===== config.mk =====
export PLATFORM = sky130hd
export DESIGN_NAME = dma_bus_arbiter
export DESIGN_NICKNAME = d
export VERILOG_FILES = /design/src/rtl/dma_arb_pkg.sv /design/src/rtl/dma_prio_pick.sv /design/src/rtl/dma_chan_count.sv /design/src/rtl/dma_bus_fsm.sv /design/src/rtl/dma_bus_arbiter.sv
export SDC_FILE = /design/constraint.sdc
export NUM_CORES = 1
export LEC_CHECK = 0
export BUFFER_PORTS_ARGS = -buffer_cell sky130_fd_sc_hd__buf_4
export CAP_MARGIN = 20
export CORE_ASPECT_RATIO = 1.1
export CORE_MARGIN = 1.5
export CORE_UTILIZATION = 34
export CTS_CLUSTER_SIZE = 28
export DETAILED_ROUTE_END_ITERATION = 6
export PLACE_DENSITY_LB_ADDON = 0.2
export RECOVER_POWER = 25
export REMOVE_ABC_BUFFERS = 1
export SLEW_MARGIN = 15
export SYNTH_ARGS = -nofsm -noshare
export SYNTH_HDL_FRONTEND = slang
export SYNTH_HIERARCHICAL = 1
export SYNTH_SLANG_ARGS = --single-unit

===== constraint.sdc =====
create_clock -name clk -period 6.1 [get_ports clk]
set_clock_uncertainty 0.1 [all_clocks]
set_input_delay 0.915 -clock clk [delete_from_list [all_inputs] [get_ports clk]]
set_output_delay 0.915 -clock clk [all_outputs]
set_load 0.01 [all_outputs]

===== src/rtl/dma_arb_pkg.sv =====
`timescale 1ns/1ps
package dma_arb_pkg;

    // Owner of the current bus slot.
    typedef enum logic [1:0] {
        ST_CPU   = 2'd0,
        ST_BURST = 2'd1,
        ST_STEAL = 2'd2
    } bus_state_e;

    localparam logic [1:0] SZ_BYTE = 2'd0;
    localparam logic [1:0] SZ_HALF = 2'd1;
    localparam logic [1:0] SZ_WORD = 2'd2;
    localparam logic [1:0] SZ_RSVD = 2'd3;

    // Reserved code is reported as a full word.
    function automatic logic [1:0] size_norm(input logic [1:0] code);
        return (code == SZ_RSVD) ? SZ_WORD : code;
    endfunction

endpackage


===== src/rtl/dma_prio_pick.sv =====
`timescale 1ns/1ps
module dma_prio_pick #(
    parameter int N  = 4,
    parameter int IW = 2
) (
    input  logic [N-1:0]  elig,
    output logic          any,
    output logic [IW-1:0] idx
);

    // Fixed priority: the lowest index wins.
    always_comb begin
        any = |elig;
        idx = '0;
        for (int i = N - 1; i >= 0; i--) begin
            if (elig[i]) begin
                idx = IW'(i);
            end
        end
    end

endmodule


===== src/rtl/dma_chan_count.sv =====
`timescale 1ns/1ps
module dma_chan_count #(
    parameter int CNT_W = 16
) (
    input  logic             clk,
    input  logic             rst,
    input  logic             load,
    input  logic [CNT_W-1:0] load_val,
    input  logic             req,
    input  logic             serve,
    output logic [CNT_W-1:0] cnt,
    output logic             elig,
    output logic             last
);

    localparam logic [CNT_W-1:0] ONE = CNT_W'(1);

    // A channel being loaded sits out this cycle.
    assign elig = req && (cnt != '0) && !load;
    assign last = (cnt == ONE);

    always_ff @(posedge clk) begin
        if (rst) begin
            cnt <= '0;
        end else if (load) begin
            cnt <= load_val;
        end else if (serve) begin
            cnt <= cnt - ONE;
        end
    end

endmodule


===== src/rtl/dma_bus_fsm.sv =====
`timescale 1ns/1ps
module dma_bus_fsm
    import dma_arb_pkg::*;
#(
    parameter int N  = 4,
    parameter int IW = 2
) (
    input  logic          clk,
    input  logic          rst,
    input  logic [N-1:0]  elig,
    input  logic [N-1:0]  burst_eff,
    input  logic [N-1:0]  last,
    input  logic          pick_any,
    input  logic [IW-1:0] pick_idx,
    output logic          take,
    output logic [N-1:0]  serve,
    output bus_state_e    state_q,
    output logic [N-1:0]  hold_q,
    output logic [N-1:0]  gnt_q,
    output logic          cpu_q,
    output logic [N-1:0]  done_q
);

    bus_state_e   state_d;
    logic         held_any;
    logic         win_burst;
    logic [N-1:0] hold_d;

    assign held_any  = |(hold_q & elig);
    assign win_burst = burst_eff[pick_idx];

    // Next owner of the bus.
    always_comb begin
        state_d = ST_CPU;
        unique case (state_q)
            ST_CPU, ST_BURST: begin
                if (pick_any) begin
                    state_d = win_burst ? ST_BURST : ST_STEAL;
                end
            end
            ST_STEAL: begin
                // Gap to the CPU unless a burst is still holding the bus.
                if (pick_any && held_any) begin
                    state_d = win_burst ? ST_BURST : ST_STEAL;
                end
            end
            default: state_d = ST_CPU;
        endcase
    end

    assign take  = (state_d != ST_CPU);
    assign serve = take ? (N'(1) << pick_idx) : '0;

    // Burst ownership survives preemption while the owner stays eligible.
    always_comb begin
        hold_d = hold_q & elig;
        if (take) begin
            if (last[pick_idx]) begin
                hold_d[pick_idx] = 1'b0;
            end else if (win_burst) begin
                hold_d[pick_idx] = 1'b1;
            end
        end
    end

    // State register.
    always_ff @(posedge clk) begin
        if (rst) begin
            state_q <= ST_CPU;
        end else begin
            state_q <= state_d;
        end
    end

    // Registered outputs.
    always_ff @(posedge clk) begin
        if (rst) begin
            hold_q <= '0;
            gnt_q  <= '0;
            cpu_q  <= 1'b1;
            done_q <= '0;
        end else begin
            hold_q <= hold_d;
            gnt_q  <= serve;
            cpu_q  <= !take;
            done_q <= serve & last;
        end
    end

endmodule


===== src/rtl/dma_bus_arbiter.sv =====
`timescale 1ns/1ps
module dma_bus_arbiter
    import dma_arb_pkg::*;
#(
    parameter int NCH   = 4,
    parameter int CNT_W = 16
) (
    input  logic                 clk,
    input  logic                 rst,
    input  logic [NCH-1:0]       ch_req,
    input  logic [NCH-1:0]       ch_burst,
    input  logic [NCH-1:0]       ch_serial,
    input  logic [2*NCH-1:0]     ch_size,
    input  logic [NCH-1:0]       ch_load,
    input  logic [NCH*CNT_W-1:0] ch_load_val,
    output logic [NCH-1:0]       ch_gnt,
    output logic                 cpu_gnt,
    output logic [NCH-1:0]       ch_done,
    output logic [1:0]           xfer_size,
    output logic [NCH*CNT_W-1:0] ch_remain
);

    localparam int IW = (NCH > 1) ? $clog2(NCH) : 1;

    logic [NCH-1:0] elig;
    logic [NCH-1:0] last;
    logic [NCH-1:0] serve;
    logic [NCH-1:0] burst_eff;
    logic [NCH-1:0] hold_q;
    logic           pick_any;
    logic [IW-1:0]  pick_idx;
    logic           take;
    bus_state_e     fsm_state;
    logic [1:0]     size_q;

    // Serial-type sources are always cycle-steal.
    assign burst_eff = ch_burst & ~ch_serial;

    generate
        for (genvar g = 0; g < NCH; g++) begin : g_chan
            dma_chan_count #(.CNT_W(CNT_W)) u_cnt (
                .clk      (clk),
                .rst      (rst),
                .load     (ch_load[g]),
                .load_val (ch_load_val[g*CNT_W +: CNT_W]),
                .req      (ch_req[g]),
                .serve    (serve[g]),
                .cnt      (ch_remain[g*CNT_W +: CNT_W]),
                .elig     (elig[g]),
                .last     (last[g])
            );
        end
    endgenerate

    dma_prio_pick #(.N(NCH), .IW(IW)) u_pick (
        .elig (elig),
        .any  (pick_any),
        .idx  (pick_idx)
    );

    dma_bus_fsm #(.N(NCH), .IW(IW)) u_fsm (
        .clk       (clk),
        .rst       (rst),
        .elig      (elig),
        .burst_eff (burst_eff),
        .last      (last),
        .pick_any  (pick_any),
        .pick_idx  (pick_idx),
        .take      (take),
        .serve     (serve),
        .state_q   (fsm_state),
        .hold_q    (hold_q),
        .gnt_q     (ch_gnt),
        .cpu_q     (cpu_gnt),
        .done_q    (ch_done)
    );

    always_ff @(posedge clk) begin
        if (rst) begin
            size_q <= SZ_BYTE;
        end else if (take) begin
            size_q <= size_norm(ch_size[2*pick_idx +: 2]);
        end else begin
            size_q <= SZ_BYTE;
        end
    end

    assign xfer_size = size_q;

endmodule


==> impl_metrics.ini, run 1 <==
[outcome]
status = completed

[floorplan]
rows = 43
core_region_area_um2 = 12600
die_w_um = 111
dieHeight_um = 122
pin_count = 165
die_area_um2 = 13600
initial_core_util_pct = 34.8

[detailed_routing]
drc_errors = 0
drt_first_pass_iters = 5
wl_per_cell_um = 14.3
antenna_left = 0
num_vias = 4266
vias_per_cell = 5.15
drt_wl_total_um = 11800
drtIter0Drc = 154

[global_routing]
grt_pass1_wl_um = 19300
overflow = 0
antenna_found_initial = 0
grtUsageTotal_pct = 17.2
grt_pass1_vias = 4124
grt_max_degree = 72

[timing]
hold_viol_final = 0
fin_ws_ns = 1.27
worst-slew-pin-transition_ns = 0.917
fin_tns_setup_ns = 0
fmax_mhz = 207
finalSetupViolCount = 0
min_period_ns = 4.83
final.period_utilization_pct = 79.1
timing_max_transition_violations_final = 0
rsz0062_at_grt = no
relSlewSlack_pct = 38.6

[worst_setup_path]
crit_type = reg2reg
cp-start-kind = flip-flop
endpoint_kind = flip-flop
cp.required_ns = 6.22
arrival_ns = 4.94
cp_max_fo = 14

[flow_run]
drv_cap = 0

[hold_path]
hp-class = reg2reg

[synth]
avgSynthCellArea_um2 = 8.39
yosysWarnings = 6
ys_types = 47
ys_seq_elements = 81
synth.yosys.seq_area_share_pct = 37.0
syn_inst = 522
syn_area_um2 = 4380

[clock_tree]
clock_sinks = 81
max-clock-path-buffers = 2
cts_resized = 0
holdBufCountCts = 0
cts_tree = done
numCtsBuffers = 9
clk_pin_slew_ns = 0.06
post-cts-setup-buffers = 0
root_buffer = clkbuf_16
htree_levels = 3
worstSkewPairLatency_ns = 0.33

[placed_design]
pre_cts_ws_ns = 1.26
place_hpwl_um = 8680
gp_congestion = 0.774
portBuffers = 164

[finish]
antenna_cells = 0
layout.nets = 765
drive_gt1_share_pct = 24.4
area_growth_pct = 32.8

[pwr]
power.density_nw_per_um2 = 255
leakage_nw = 2.24
worst_ir_drop_vdd_mv = 0.107
==> metrics by stage <==
step | cells | total power, W | utilization, % | hold slack, ns | instance area, um^2
final | 828 | 0.00148 | 46.2 | 0.427 | 5820
after global routing | 828 | 0.00156 | 46.2 | 0.450 | 5820
after CTS | 828 | 0.00152 | 47.4 | 0.426 | 5960
after detailed placement | 813 | 0.000935 | 44.9 | 0.416 | 5650
after global placement | 813 | 0.000928 | 44.9 | 0.412 | 5650
after floorplan | 491 | 0.000781 | - | 0.389 | 4210
==> worst max-delay path: stages (launching register included) <==
cell and delay (ns):
dfxtp_1 0.35, or4_1 0.64, or2_0 0.29, nor4_1 0.31, a21oi_1 0.18, nand2b_1 0.19, a21oi_2 0.54, nand2_1 0.19
nor2_1 0.39, or3b_1 0.53, or3_1 0.37, or3_1 0.32, a311oi_1 0.30
==> report_power, final <==
group / internal, W / total, W / switching, W / leakage (nW)
clock: 0.000367 / 0.000573 / 0.000206 / 0.153
combinational: 0.000142 / 0.000301 / 0.000159 / 1.42
sequential: 0.000566 / 0.000608 / 0.0000418 / 0.670
total: 0.00108 / 0.00148 / 0.000406 / 2.24
==> cell type report <==
class / instances / area, um^2
Clock buffer: 12 / 246
Sequential cell: 81 / 1620
Multi-Input combinational cell: 394 / 2530
Timing Repair Buffer: 165 / 1090
Fill cell: 1308 / 6770
Clock inverter: 3 / 65.1
Inverter: 16 / 60.1
Tap cell: 157 / 196
==> Yosys cell counts (all sizes together) <==
cell type / count / area [um^2]
a211oi: 33 / 248
a21oi: 25 / 129
a221oi: 4 / 35.0
a311oi: 16 / 140
a41oi: 1 / 27.5
and2: 7 / 43.8
and3: 1 / 6.26
buf: 11 / 90.1
clkbuf: 20 / 80.1
dfxtp: 81 / 1620
ha: 8 / 100
inv: 16 / 60.1
mux2: 1 / 15.0
mux2i: 3 / 30.0
mux4: 1 / 22.5
nand2: 35 / 134
nand2b: 3 / 18.8
nand3b: 4 / 30.0
nand4b: 1 / 8.76
nor2: 68 / 255
nor2b: 11 / 68.8
nor3: 15 / 80.1
nor4: 24 / 150
o2111ai: 3 / 26.3
o211ai: 1 / 7.51
o21a: 4 / 30.0
o21ai: 19 / 106
o21bai: 4 / 30.0
o31ai: 4 / 30.0
or2: 8 / 50.0
or2b: 1 / 7.51
or3: 28 / 180
or3b: 4 / 35.0
or4: 17 / 133
xnor2: 36 / 315
xor2: 4 / 35.0
==> flip-flops by register name, summed over array words and instances, names as in the netlist <==
name	cells
g_chan.u_cnt/cnt	64
u_fsm/cpu_q	1
u_fsm/done_q	4
u_fsm/gnt_q	4
u_fsm/hold_q	4
u_fsm/state_q	2
xfer_size	2
==> cell families after synthesis <==
family | share of synthesized area [%]
muxes | 1.54
adders and majority gates | 2.29
buffers and inverters | 5.26
xor gates and xnor gates | 8.00
DFF | 37.0
AOI/OAI and AO/OA | 18.5
and+or+nand+nor | 27.4
==> routing by layer <==
layer / vias up / track usage (%) / wire length (um)
met5: - / 0 / 0
met4: 0 / 5.06 / 134
met3: 10 / 3.68 / 532
met2: 103 / 29.7 / 5620
met1: 1968 / 21.7 / 5550
li1: 2185 / - / -
==> placed cells by master (no fill, tap or decap), drive strengths merged <==
cell type / instances
ha: 8
mux2: 1
nor3: 15
nand2: 35
o21ai: 19
or3b: 4
nor2: 68
or2: 8
nand2b: 3
o31ai: 4
nor4: 24
mux4: 1
a41oi: 1
xnor2: 36
o21bai: 4
and2: 7
o21a: 4
or4: 17
clkinv: 1
a211oi: 33
dfxtp: 81
inv: 16
buf: 126
nand3b: 4
o2111ai: 3
xor2: 4
bufinv: 2
and3: 1
o211ai: 1
a311oi: 16
nor2b: 11
a221oi: 4
a21oi: 25
or2b: 1
nand4b: 1
or3: 28
mux2i: 3
clkbuf: 51
==> path summary, 6_finish.rpt <==
check	from	to	slack [ns]	depth (start not counted)
setup / recovery	g_chan[2].u_cnt/cnt[6]	g_chan[3].u_cnt/cnt[15]	1.27	12
hold / removal	u_fsm/hold_q[3]	u_fsm/hold_q[3]	0.43	2
setup reg to reg	g_chan[2].u_cnt/cnt[6]	g_chan[3].u_cnt/cnt[15]	1.27	12
hold reg to reg	u_fsm/hold_q[3]	u_fsm/hold_q[3]	0.43	2
Note: power is estimated with default switching activity, not from simulation.
==> run 2, diff against run 1 <==
Settings changed: ABC_AREA from default to 1.
Clock period 6.1 ns to 4.3 ns, I/O delays scaled along.
==> impl_metrics.ini, run 2 <==
[pwr]
power.density_nw_per_um2 = 338
p_sw_w = 0.000777
p_seq_share_pct = 37.3
switching_share_pct = 33.4
p_int_w = 0.00155
worst_ir_drop_vdd_mv = 0.179
leakage_nw = 3.35
clkPwrFrac_pct = 34.9
power_frac_comb_pct = 27.7

[placed_design]
portBuffers = 164
gp_congestion = 0.826
placed_cell_area_um2 = 6720
place_hpwl_um = 11900

[floorplan]
rows = 47
core_region_area_um2 = 15200
die_w_um = 123
initial_core_util_pct = 35.2
die_area_um2 = 16500
pin_count = 165
dieHeight_um = 135

[timing]
worst-slew-pin-transition_ns = 0.556
fin_tns_setup_ns = 0
timing_max_transition_violations_final = 0
min_period_ns = 3.40
relSlewSlack_pct = 62.9
finalSetupViolCount = 0
holdWs_ns = 0.423
fmax_mhz = 294
hold_viol_final = 0
final.period_utilization_pct = 79.2
rsz0062_at_grt = no

[finish]
layout_common_cells = nand2_1, buf_4, inv_1
largest_reg_flops = 64
drive_gt1_share_pct = 21.6
area_growth_pct = 28.4
final_area_um2 = 6880
layout_commonest_cell = nand2_1
antenna_cells = 0
fill_cells = 1692
largest_register = g_chan.u_cnt/cnt
layout.nets = 1108

[worst_setup_path]
crit_slowest_cell = dfxtp_1
cp_max_fo = 16
cp_slowest_stage_delay_ns = 0.47
endpoint_kind = flip-flop
crit_type = reg2reg
cp.required_ns = 4.49
path_buf_inv = 4
cp-start-kind = flip-flop
path_cells = inv_1 -> ha_1 -> nand4_1 -> nor2_1 -> nand2_1 -> o21ai_1 -> nor2_1 -> inv_2 -> a21oi_2 -> nand2_2 -> nor2_1 -> inv_2 -> nor2_4 -> nand2_1 -> o211ai_1 -> nand2_1 -> inv_1
arrival_ns = 3.59
critPathTopFamily = simple AND/OR/NAND/NOR gates

[hold_path]
hp-class = reg2reg

[clock_tree]
htree_levels = 3
holdBufCountCts = 0
root_buffer = clkbuf_16
clock_sinks = 81
cts_tree = done
post-cts-setup-buffers = 0
worstSkewPairLatency_ns = 0.34
numCtsBuffers = 9
clk_pin_slew_ns = 0.06
max-clock-path-buffers = 2
cts_resized = 0

[detailed_routing]
drtIter0Drc = 277
drc_errors = 0
num_vias = 5833
drt_wl_total_um = 15900
drt_first_pass_iters = 5
antenna_left = 0
wl_per_cell_um = 13.1
vias_per_cell = 4.82

[synth]
syn_inst = 850
synthTopCellsByCount = nand2_1, inv_1, nor2_1, nand3_1, dfxtp_1
synth.top_cell.area_share_pct = 30.3
synthTopCellsByArea = dfxtp_1, nand2_1, inv_1
syn_area_um2 = 5360
synth-edff-count = 0
avgSynthCellArea_um2 = 6.31
ys_async_sr_fraction_pct = 0
synth_most_common_cell = nand2_1
synth_top_area_cell = dfxtp_1
synthFlopType = dfxtp_1
ys_types = 30
yosysWarnings = 6
ys_seq_elements = 81
synth.yosys.seq_area_share_pct = 30.3

[global_routing]
overflow = 0
grt_pass1_vias = 5361
antenna_found_initial = 0
grt_max_degree = 32
grt_pass1_wl_um = 25700
grtUsageTotal_pct = 19.3

[flow_run]
drv_cap = 0

[outcome]
status = completed
[run 2: changes by cell type after synthesis, moves of 29 or more]
cell | previous run | this run
xnor2_1 | 36 | 0
inv_1 | 11 | 126
nand2_1 | 34 | 209
a211oi_1 | 33 | 4
nor2_1 | 68 | 109
nand3_1 | 0 | 86
[run 2: metrics by stage]
step,setup WS [ns],cells,util (%),total power [W]
global route,0.554,1211,45.2,0.00247
detailed placement,0.891,1195,44.1,0.00155
floorplan,1.22,833,-,0.00129
global placement,0.888,1195,44.1,0.00155
CTS,0.872,1211,46.2,0.00238
finish,0.895,1211,45.2,0.00233
[run 2: layer usage]
layer  track usage (%)  part of all wire [%]
met1              26.2                    47
met3              2.96                   5.5
met4              6.33                   1.4
met5                 0                     0
met2              31.3                    46
[run 2: cell families after synthesis]
group	Yosys count	synth area share [%]
AND/OR/NAND/NOR	474	39.8
buffers and inverters	159	12.4
AO/OA/AOI/OAI	116	13.8
flip-flops	81	30.3
XOR/XNOR	12	1.96
adder cells (fa/ha/maj)	8	1.87
[run 2: worst reg2reg max path: cells and delay by family, from the launching register on]
kind	cells	cell delay, ns
adders and majority gates	1	0.27
AOI/OAI and AO/OA	3	0.66
DFF	1	0.47
and+or+nand+nor	9	1.53
buffers and inverters	4	0.35
[run 2: power groups by stage]
stage / combinational (W) / sequential, W / clock, W
finish: 0.000646 / 0.000868 / 0.000813
global route: 0.000728 / 0.000876 / 0.000870
CTS: 0.000668 / 0.000868 / 0.000840
detailed placement: 0.000665 / 0.000884 / 0
global placement: 0.000662 / 0.000884 / 0
floorplan: 0.000396 / 0.000889 / 0
[run 2: final cells by class]
cell class / instances / area, um^2 / share of cell area, %
clock buffer: 14 / 274 / 3.98
sequential: 81 / 1620 / 23.6
clock inverter: 2 / 35.0 / 0.509
inverter: 142 / 533 / 7.74
multi-input combinational: 610 / 3070 / 44.7
timing repair buffer: 166 / 1100 / 16.0
tap: 196 / 245 / 3.56
[run 2: final timing paths]
kind	from	to	slack (ns)	cells after the start
worst min-delay path	g_chan[0].u_cnt/cnt[4]	g_chan[0].u_cnt/cnt[4]	0.42	2
worst max-delay path	g_chan[1].u_cnt/cnt[0]	g_chan[1].u_cnt/cnt[7]	0.90	17
worst min register to register	g_chan[0].u_cnt/cnt[4]	g_chan[0].u_cnt/cnt[4]	0.42	2
worst max register to register	g_chan[1].u_cnt/cnt[0]	g_chan[1].u_cnt/cnt[7]	0.90	17
==> run 3, diff against run 2 <==
Clock period 4.3 ns to 3.25 ns, I/O delays scaled along.
==> impl_metrics.ini, run 3 (synthesis results as in run 2) <==
[clock_tree]
cts_tree = done
worstSkewPairLatency_ns = 0.34
clock_sinks = 81
root_buffer = clkbuf_16
holdBufCountCts = 0
max-clock-path-buffers = 2
clk_pin_slew_ns = 0.07
numCtsBuffers = 9
htree_levels = 3

[floorplan]
rows = 47
die_w_um = 123
die_area_um2 = 16500
core_region_area_um2 = 15200
pin_count = 165
dieHeight_um = 135
initial_core_util_pct = 35.2

[worst_setup_path]
cp.required_ns = 3.45
cp-start-kind = flip-flop
arrival_ns = 3.18
endpoint_kind = flip-flop
cp_max_fo = 10
crit_type = reg2reg

[finish]
largest_register = g_chan.u_cnt/cnt
final_area_um2 = 7160
largest_reg_flops = 64
antenna_cells = 0
final_cells = 1235
layout_common_cells = nand2_1, buf_4, inv_1
drive_gt1_share_pct = 24.8
fin_util_pct = 47.0
layout.nets = 1132
layout_commonest_cell = nand2_1
area_growth_pct = 33.6

[pwr]
worst_ir_drop_vdd_mv = 0.272
power.density_nw_per_um2 = 445
totalPowerFinal_w = 0.00319
leakage_nw = 3.50

[placed_design]
gp_congestion = 0.851
placed_cell_area_um2 = 6840
place_inst = 1211
pre_cts_ws_ns = 0.125
place_hpwl_um = 12200
portBuffers = 164

[global_routing]
grt_max_degree = 29
grt_pass1_wl_um = 26500
antenna_found_initial = 0
grt_pass1_vias = 5531
overflow = 0
grtUsageTotal_pct = 20.0

[outcome]
status = completed

[flow_run]
drv_cap = 0

[timing]
finalSetupViolCount = 0
timing_max_transition_violations_final = 0
rsz0062_at_grt = yes
relSlewSlack_pct = 64.3
fmax_mhz = 335
worst-slew-pin-transition_ns = 0.534
final.period_utilization_pct = 91.8
hold_viol_final = 0
fin_ws_ns = 0.266
min_period_ns = 2.98

[detailed_routing]
antenna_left = 0
wl_per_cell_um = 13.1
num_vias = 5947
drc_errors = 0
drtIter0Drc = 348
vias_per_cell = 4.82
drt_first_pass_iters = 4
drt_wl_total_um = 16200

[hold_path]
hp-class = in2reg
run 3: layout make-up:
type | instances | area (um^2)
clock inverters | 6 | 91.3
multi-input cells | 610 | 3110
repair buffers | 190 | 1320
clock buffers | 10 | 239
well taps | 196 | 245
fillers | 1643 | 8070
flip-flops and latches | 81 | 1620
inverters | 142 | 533
run 3: metal layers:
metal	wire length, um	vias to the layer above	part of all wire [%]	track usage [%]
met5	0	-	0	0
met4	159	0	0.98	6.52
met3	839	9	5.2	3.34
met2	7670	153	47	32.9
met1	7550	2702	47	26.6
li1	-	3083	-	-
run 3: timing repair:
item | CTS | global route
buffers inserted | 0 | 8
gates resized for setup | 0 | 10
setup endpoints to repair | 0 | 56
run 3: report_power, final:
group	total, W	switching (W)	internal, W	leakage (nW)
logic	0.000913	0.000545	0.000368	2.69
clock network	0.00114	0.000440	0.000696	0.151
registers	0.00114	0.0000828	0.00106	0.667
total	0.00319	0.00107	0.00212	3.50
run 3: path summary, 6_finish.rpt:
kind	end	depth (start not counted)	slack [ns]	from
setup / recovery	g_chan[1].u_cnt/cnt[1]	20	0.27	g_chan[2].u_cnt/cnt[0]
hold / removal	g_chan[3].u_cnt/cnt[2]	3	0.33	ch_load_val[50]
setup reg to reg	g_chan[1].u_cnt/cnt[1]	20	0.27	g_chan[2].u_cnt/cnt[0]
hold reg to reg	g_chan[2].u_cnt/cnt[4]	2	0.42	g_chan[2].u_cnt/cnt[4]
run 3: stage by stage:
step           TNS (ns)  hold slack, ns
2_1_floorplan         0           0.410
6_report              0           0.326
3_5_place_dp          0           0.413
5_1_grt          -0.442           0.324
3_3_place_gp          0           0.417
4_1_cts               0           0.311
run 3: critical path, cell delays in order (launching register included):
cell,delay [ns]
dfxtp_1,0.37
inv_1,0.11
ha_1,0.23
nand4_1,0.11
nor2_1,0.14
nand2_1,0.07
o21ai_1,0.15
nor2_2,0.07
inv_2,0.08
nand4_1,0.09
inv_1,0.07
nor2_1,0.04
o21ai_1,0.06
nand2_1,0.08
inv_1,0.22
nor2_2,0.11
nor2_2,0.43
inv_2,0.10
o221ai_1,0.19
nand2_1,0.07
inv_1,0.05
